**config.mk**
```make
export PLATFORM = sky130hd
export DESIGN_NAME = rbm_bank_mapper
export DESIGN_NICKNAME = d
export VERILOG_FILES = /design/src/rtl/rbm_pkg.sv /design/src/rtl/rbm_addr_split.sv /design/src/rtl/rbm_row_tracker.sv /design/src/rtl/rbm_bank_mapper.sv
export SDC_FILE = /design/constraint.sdc
export NUM_CORES = 1
export LEC_CHECK = 0
export ABC_AREA = 0
export BUFFER_PORTS_ARGS = -buffer_cell sky130_fd_sc_hd__buf_2
export CAP_MARGIN = 20
export CORE_UTILIZATION = 45
export CTS_CLUSTER_SIZE = 10
export DETAILED_ROUTE_END_ITERATION = 10
export SYNTH_ARGS = -nofsm -noshare
export SYNTH_HDL_FRONTEND = slang
export SYNTH_SLANG_ARGS = --single-unit
```
**constraint.sdc**
```tcl
create_clock -name clk -period 6.1 [get_ports clk]
set_input_delay 0.305 -clock clk [delete_from_list [all_inputs] [get_ports clk]]
set_output_delay 0.305 -clock clk [all_outputs]
set_load 0.05 [all_outputs]
```
**src/rtl/rbm_pkg.sv**
```systemverilog
package rbm_pkg;
  typedef enum logic [1:0] {
    ACC_HIT      = 2'd0,
    ACC_CLOSED   = 2'd1,
    ACC_CONFLICT = 2'd2
  } acc_class_e;
endpackage

```
**src/rtl/rbm_addr_split.sv**
```systemverilog
module rbm_addr_split #(
  parameter int ADDR_W  = 32,
  parameter int COL_W   = 11,
  parameter int BANK_W  = 5,
  parameter int TAG_LSB = 16,
  parameter bit BYPASS  = 1'b0
) (
  input  logic [ADDR_W-1:0]              addr,
  output logic [BANK_W-1:0]              bank,
  output logic [ADDR_W-COL_W-BANK_W-1:0] row,
  output logic [COL_W-1:0]               col
);
  localparam int ROW_W = ADDR_W - COL_W - BANK_W;
  localparam int BF_LSB = COL_W;

  logic [BANK_W-1:0] bank_field;

  assign col        = addr[COL_W-1:0];
  assign bank_field = addr[BF_LSB +: BANK_W];
  assign row        = addr[ADDR_W-1 -: ROW_W];

  generate
    if (BYPASS) begin : g_plain
      assign bank = bank_field;
    end else begin : g_perm
      assign bank = bank_field ^ addr[TAG_LSB +: BANK_W];
    end
  endgenerate
endmodule

```
**src/rtl/rbm_row_tracker.sv**
```systemverilog
module rbm_row_tracker
  import rbm_pkg::*;
#(
  parameter int BANK_W = 5,
  parameter int ROW_W  = 16
) (
  input  logic              clk,
  input  logic              rst_n,
  input  logic              flush,
  input  logic              upd_en,
  input  logic [BANK_W-1:0] bank,
  input  logic [ROW_W-1:0]  row,
  output acc_class_e        cls
);
  localparam int NBANK = 1 << BANK_W;

  logic [NBANK-1:0] open_vld;
  logic [ROW_W-1:0] open_row [NBANK];

  generate
    for (genvar b = 0; b < NBANK; b++) begin : g_bank
      always_ff @(posedge clk or negedge rst_n) begin
        if (!rst_n) begin
          open_vld[b] <= 1'b0;
          open_row[b] <= '0;
        end else if (flush) begin
          open_vld[b] <= 1'b0;
        end else if (upd_en && bank == BANK_W'(b)) begin
          open_vld[b] <= 1'b1;
          open_row[b] <= row;
        end
      end
    end
  endgenerate

  always_comb begin
    if (!open_vld[bank])            cls = ACC_CLOSED;
    else if (open_row[bank] == row) cls = ACC_HIT;
    else                            cls = ACC_CONFLICT;
  end

  // a lookup right after a flush must see a closed bank
  p_flush_closes_r10: assert property (@(posedge clk) disable iff (!rst_n)
    ($past(flush) && !flush && upd_en) |-> cls == ACC_CLOSED);

  // repeating the previous access on the same bank finds its row open
  p_reopen_hit_r9: assert property (@(posedge clk) disable iff (!rst_n)
    ($past(upd_en) && !$past(flush) && upd_en && !flush &&
     bank == $past(bank) && row == $past(row)) |-> cls == ACC_HIT);
endmodule

```
**src/rtl/rbm_bank_mapper.sv**
```systemverilog
module rbm_bank_mapper
  import rbm_pkg::*;
#(
  parameter int ADDR_W       = 32,
  parameter int COL_W        = 11,
  parameter int BANK_W       = 5,
  parameter int TAG_LSB      = 16,
  parameter bit BYPASS       = 1'b0,
  parameter int LAT_W        = 8,
  parameter int LAT_HIT      = 4,
  parameter int LAT_CLOSED   = 8,
  parameter int LAT_CONFLICT = 14
) (
  input  logic                           clk,
  input  logic                           rst_n,
  input  logic                           flush,
  input  logic                           in_valid,
  output logic                           in_ready,
  input  logic [ADDR_W-1:0]              in_addr,
  output logic                           out_valid,
  output logic [BANK_W-1:0]              out_bank,
  output logic [ADDR_W-COL_W-BANK_W-1:0] out_row,
  output logic [COL_W-1:0]               out_col,
  output logic [1:0]                     out_class,
  output logic [LAT_W-1:0]               out_lat
);
  localparam int ROW_W = ADDR_W - COL_W - BANK_W;

  logic              accept;
  logic [BANK_W-1:0] m_bank;
  logic [ROW_W-1:0]  m_row;
  logic [COL_W-1:0]  m_col;
  acc_class_e        m_cls;
  logic [LAT_W-1:0]  m_lat;

  assign in_ready = ~flush;
  assign accept   = in_valid & in_ready;

  rbm_addr_split #(
    .ADDR_W(ADDR_W), .COL_W(COL_W), .BANK_W(BANK_W),
    .TAG_LSB(TAG_LSB), .BYPASS(BYPASS)
  ) u_split (
    .addr(in_addr), .bank(m_bank), .row(m_row), .col(m_col)
  );

  rbm_row_tracker #(.BANK_W(BANK_W), .ROW_W(ROW_W)) u_track (
    .clk(clk), .rst_n(rst_n), .flush(flush), .upd_en(accept),
    .bank(m_bank), .row(m_row), .cls(m_cls)
  );

  always_comb begin
    unique case (m_cls)
      ACC_HIT:    m_lat = LAT_W'(LAT_HIT);
      ACC_CLOSED: m_lat = LAT_W'(LAT_CLOSED);
      default:    m_lat = LAT_W'(LAT_CONFLICT);
    endcase
  end

  always_ff @(posedge clk or negedge rst_n) begin
    if (!rst_n) begin
      out_valid <= 1'b0;
      out_bank  <= '0;
      out_row   <= '0;
      out_col   <= '0;
      out_class <= '0;
      out_lat   <= '0;
    end else begin
      out_valid <= accept;
      if (accept) begin
        out_bank  <= m_bank;
        out_row   <= m_row;
        out_col   <= m_col;
        out_class <= m_cls;
        out_lat   <= m_lat;
      end
    end
  end

  // one result per accepted request, one cycle later
  p_result_follows_r11: assert property (@(posedge clk) disable iff (!rst_n)
    (in_valid && in_ready) |=> out_valid);
  p_no_spurious_r11: assert property (@(posedge clk) disable iff (!rst_n)
    !(in_valid && in_ready) |=> !out_valid);

  // nothing is taken during a flush
  p_flush_stalls_r10: assert property (@(posedge clk) disable iff (!rst_n)
    flush |-> !in_ready);

  // reported latency agrees with the reported class
  p_hit_latency_r7: assert property (@(posedge clk) disable iff (!rst_n)
    (out_valid && out_class == 2'd0) |-> out_lat == LAT_W'(LAT_HIT));
  p_conflict_latency_r8: assert property (@(posedge clk) disable iff (!rst_n)
    (out_valid && out_class == 2'd2) |-> out_lat == LAT_W'(LAT_CONFLICT));
endmodule

```
# After elaboration in Yosys (flattened, before gate mapping)
# Index checks and enable logic that the tools add are counted.
# op_classes
reduce_logical	98
mux	72
n_eq_ne	33
order_cmp	2
bitwise_logic	4
# op_table
operator	n
$bmux 16 s5	1
$eq 5x5->1 const B	16
$mux 1	65
$reduce_and 2->1	32
$reduce_bool 2->1	32
$eq 5x4->1 const B	8
$logic_and 1x1->1	32
$mux 16	2
$eq 5x3->1 const B	4
$eq 16x16->1	1
$eq 5x2->1 const B	2
$pmux 4 s2	1
$ge 6x6->1 const B	1
$lt 5x6->1 const B	1
$not 5->6	1
$bmux 1 s5	1
$eq 5x1->1 const B	1
$logic_not 5->1	1
$xor 5x5->5	1
$mux 2	2
$eq 2x1->1 const B	1
$logic_not 2->1	1
$and 1x1->1	1
$not 1->1	1
# word_totals
input_bits	36
output_inout_bits	44
register_bits	587
word_cells	279

# Depth between registers and ports, before layout
# depth
word_depth	10
mapped_depth	14
ltp_nobuf	9

# Modules after synthesis
# A second synthesis with hierarchy kept.
# unflattened
hier_cells	1735
area_unflattened_um2	26695.6
# modules_own_cells
mod	instances	cells_per_inst	area_each_um2	seq_area_each_um2
rbm_row_tracker	1	1613	24886.4	13613.1
rbm_bank_mapper	1	90	1562.7	950.9
rbm_addr_split	1	32	246.5	0.0

# Worst setup path before layout
# Ideal clock, no wire load.
# synth_timing
kind	input port to flip-flop
startpoint	input in_addr[16]
endpoint	register out_lat[1]
setup_ns	0.140
required_ns	5.960
t_arrival_ns	2.565
n_path_buf	3
cell_stages	11
slack_ns	3.395
cell_sequence	buf_4 > xor2_4 > buf_6 > buf_6 > mux4_2 > o2111ai_1 > o2111ai_1 > xnor2_1 > o221ai_2 > nor4_2 > a32oi_1
# synth_between
elab_chain_len	10
elab_cells_between_ends	13
classes_between	2 x eq/ne; 8 x mux; 2 x bitwise; 1 x reduce/logical
# synth_lines
element	line	text
start, declared	rbm_bank_mapper.sv:19	input logic [ADDR_W-1:0] in_addr,
$xor 5x5->5	rbm_addr_split.sv:26	assign bank = bank_field ^ addr[TAG_LSB +: BANK_W];
$not 5->6 (not written as such)	rbm_row_tracker.sv:38	else if (open_row[bank] == row) cls = ACC_HIT;
$bmux 16 s5	rbm_row_tracker.sv:38	
$mux 16 (not written as such) (2 in a row)	rbm_row_tracker.sv:38	
$eq 16x16->1	rbm_row_tracker.sv:38	
$mux 2	rbm_row_tracker.sv:38	
$mux 2 (*)	rbm_row_tracker.sv:37	if (!open_vld[bank]) cls = ACC_CLOSED;
$eq 2x1->1 or $logic_not 2->1 (tied branches)	rbm_bank_mapper.sv:52	unique case (m_cls)
$pmux 4 s2 (*)	rbm_bank_mapper.sv:52	
end signal, assigned	rbm_bank_mapper.sv:74	out_lat <= m_lat;
end, declared	rbm_bank_mapper.sv:25	output logic [LAT_W-1:0] out_lat
# Every way passes the cells marked *; elsewhere a longest branch is shown, timed or not. The select of a mux whose other input is x is not followed.
# A chain may end at the register's enable or synchronous reset.

# Worst setup path in the final report
# layout_timing
startpoint	input flush
endpoint	register u_track.open_row[353] in the netlist's numbering
# layout_between
elab_chain_len	4
# layout_lines
element	line	text
start, declared	rbm_bank_mapper.sv:16	input logic flush,
$not 1->1 (no line) (*)	-	
$and 1x1->1	rbm_bank_mapper.sv:37	assign accept = in_valid & in_ready;
$logic_and 1x1->1	rbm_row_tracker.sv:28	end else if (upd_en && bank == BANK_W'(b)) begin
$reduce_and 2->1 (no line) (*)	-	
end signal, assigned by index	rbm_row_tracker.sv:30	open_row[b] <= row;
end, declared	rbm_row_tracker.sv:18	logic [ROW_W-1:0] open_row [NBANK];
# Every way passes the cells marked *; elsewhere a longest branch is shown, timed or not.

==> results.py <==
metrics = {
    "clocking": {
        "insertion_delay_ns": 0.60,
        "htree_levels": 3,
        "clkSinkCount": 581,
        "clk_pin_slew_ns": 0.06,
        "root_buffer": "clkbuf_16",
        "cts_setup_buffers": 0,
        "cts_buffer_depth": 3,
        "cts_tree": "built",
        "cts_made_buffers": 68,
    },
    "worst_setup_path": {
        "timing.rr.start": "u_track.open_row[124]",
        "worstPathArrival_ns": 4.29,
        "crit_type": "in -> reg",
        "r2r_slack_ns": 3.58,
        "critPathLaunchType": "input port",
        "cp_common_cell": "buf_4",
        "crit_chain": "dlygate4sd3_1 > buf_2 > clkinv_1 > buf_4 > nand2_1 > inv_1 > buf_4 > nand2_1 > nor3_4 > buf_4 > mux2_2",
        "critPathMaxStageDelay_ns": 0.86,
        "required_ns": 6.57,
        "reg2reg_to": "out_lat[1]",
        "worstPathMaxFanout": 41,
        "ff2ff_path_depth": 8,
        "end_kind": "flop",
        "crit_slowest_cell": "nor3_4",
    },
    "outcome": {
        "status": "complete, no violations",
    },
    "worst_hold_path": {
        "worstHoldEndpoint": "out_row[13]",
        "hold_path_depth": 3,
        "min_path_type": "in -> reg",
        "min_from": "in_addr[29]",
    },
    "final_layout": {
        "layout.nets": 2147,
        "register_area_sq_um": 14500,
        "areaGrowthSynthToFinish_pct": 12.6,
        "diodes": 0,
        "drive_gt1_share_pct": 39.7,
        "multi_input_area_sq_um": 11600,
        "finalInstanceArea_sq_um": 30100,
        "nFillCells": 4879,
    },
    "power_and_ir_drop": {
        "power_frac_clock_pct": 32.9,
        "combPwrFrac_pct": 20.4,
        "power_switching_uw": 3080,
        "power.internal_uw": 7680,
        "seq_power_share_pct": 46.7,
        "powerDensity_nw_per_um2": 358,
        "leakage_uw": 0.0140,
        "max-vdd-ir-drop_uv": 211,
        "switching_share_pct": 28.6,
    },
    "yosys": {
        "synth_top_cell_by_area": "dfrtp_1",
        "ys_warn_count": 0,
        "ys_async_sr_fraction_pct": 100,
        "synthCells": 2055,
        "syn_avg_cell_area_sq_um": 13.0,
        "synth.most_common_cell": "dfrtp_1",
        "ys_types": 66,
        "synth_commonest_cells": "dfrtp_1, mux2_2, nand2_1, clkbuf_1, nor2_1",
        "synth_edf_count": 0,
        "yosysSeqAreaShare_pct": 54.4,
        "ys.flop_type": "dfrtp_1",
        "synth_seq_cells": 581,
        "synth.area.top_cells": "dfrtp_1, mux2_2, mux4_2",
        "synth_area_sq_um": 26700,
        "synth_top_area_share_pct": 54.4,
    },
    "timing": {
        "setup-violations-final": 0,
        "rsz0062_at_grt": "no",
        "finalClockSkew_ns": 0.0246,
        "period_needed_ns": 3.83,
        "setup_tns_ns": 0,
        "max_freq_mhz": 261,
        "drv_slew": 0,
        "hold_viol": 0,
        "worstMarginPinSlew_ns": 1.15,
        "hold_ws_ns": 0.301,
        "relSlewSlack_pct": 23.2,
        "final.period_utilization_pct": 62.7,
    },
    "floorplan": {
        "start_util_pct": 45.9,
        "std_cell_rows": 88,
        "boundaryPins": 80,
        "coreArea_sq_um": 58200,
        "die_x_um": 246,
        "fp.dieH_um": 246,
        "dieArea_sq_um": 60400,
    },
    "drt": {
        "wl_mm": 84.1,
        "ant_nets": 0,
        "drt_iter0_drc": 1994,
        "via_per_inst": 6.33,
        "vias": 18200,
        "wl_per_cell_um": 29.1,
        "drt_first_pass_iters": 6,
        "drc_errors": 0,
    },
    "place": {
        "place_area_sq_um": 28100,
        "gp_congestion": 0.933,
        "dpl.hpwl_mm": 52.3,
        "placement.io_buffers": 74,
    },
    "grt": {
        "grt_pass1_vias": 18500,
        "grt_pass1_wl_mm": 127,
        "antenna_found_initial": 0,
        "grtUsageTotal_pct": 28.7,
        "grt_max_degree": 153,
        "overflow": 0,
    },
    "run": {
        "maxCapViolCount": 0,
    },
}
-- power by group through the flow --
stage | clock network, uW | logic (uW) | registers, uW
floorplan | 0 | 1420 | 5060
global placement | 0 | 2110 | 5040
detailed placement | 0 | 2160 | 5080
CTS | 3610 | 2180 | 5020
global route | 3750 | 2340 | 5120
finish | 3540 | 2200 | 5030
-- through the flow --
stage | total power, uW | cells | worst slack (ns) | util, %
after floorplan | 6470 | 2059 | 3.39 | -
after global placement | 7150 | 2787 | 1.77 | 48.1
after detailed placement | 7240 | 2791 | 1.89 | 48.3
after CTS | 10800 | 2882 | 2.29 | 51.6
after global routing | 11200 | 2884 | 2.07 | 51.7
final | 10800 | 2884 | 2.27 | 51.7
-- state kept, by name, summed over array words and instances, names as in the netlist --
signal,cells
out_class,1
out_row,16
u_track.open_row,512
out_col,11
u_track.open_vld,32
out_bank,5
out_valid,1
out_lat,3
-- worst max path at each step --
stage	startpoint	end	slack [ns]	cells past startpoint
final	flush	u_track.open_row[353]	2.27	11
after global routing	flush	u_track.open_row[433]	2.07	11
after CTS	flush	u_track.open_row[433]	2.29	11
after detailed placement	in_addr[17]	out_lat[1]	1.89	11
after global placement	in_addr[16]	out_lat[1]	1.77	9
after floorplan	in_addr[16]	out_lat[1]	3.39	11
-- cells in the final DEF, fill, tap and decap left out, types with 6 or more instances in the layout --
master,n
dfrtp_1,581
mux2_2,519
nand2_1,244
buf_2,73
clkbuf_16,71
buf_4,62
nor2_1,49
mux4_2,49
nor3_1,35
a21o_1,35
o22ai_1,34
nand4_1,25
nand3_1,25
a31oi_1,24
mux2i_1,23
a21oi_1,21
o221ai_1,19
nor3_4,15
nor2_2,14
o21ai_0,14
dlygate4sd3_1,13
nor4_1,9
a22oi_1,8
o21a_1,7
a32oi_1,7
a221oi_1,6
o2111ai_1,6
-- worst max-delay path, delay by kind of cell --
| kind | cells | cell delay, ns |
|---|---|---|
| buffers and inverters | 7 | 1.88 |
| AND/OR/NAND/NOR | 3 | 1.73 |
| multiplexers | 1 | 0.35 |
-- repair_timing --
action                    4_1_cts  5_1_grt
hold endpoints to repair      132        0
hold buffers                   13        0
gates resized for setup         0        0
-- routing by layer --
layer,global-route usage (%),share of wire [%],vias to the layer above
met3,5.67,8.1,207
li1,-,-,7562
met4,12.8,4.1,0
met2,42.9,45,868
met5,0,0,-
met1,40.3,42,9612
-- final cells by class --
cell class                      count  share of cell area (%)
Sequential cell                   581                    48.3
Multi-Input combinational cell   1299                    38.5
Clock buffer                       76                    6.00
Timing Repair Buffer              158                    3.94
Tap cell                          765                    3.18
Clock inverter                      2                  0.0457
Inverter                            3                  0.0374
-- cells by family after synthesis --
group / count (synthesis) / synth area share [%]
AO/OA/AOI/OAI: 241 / 6.76
other: 1 / 0.0140
AND/OR/NAND/NOR: 436 / 7.27
XOR/XNOR: 18 / 0.800
multiplexers: 599 / 27.4
buffers and inverters: 179 / 3.34
flip-flops: 581 / 54.4
No activity file was read; power rests on OpenSTA's default activity.
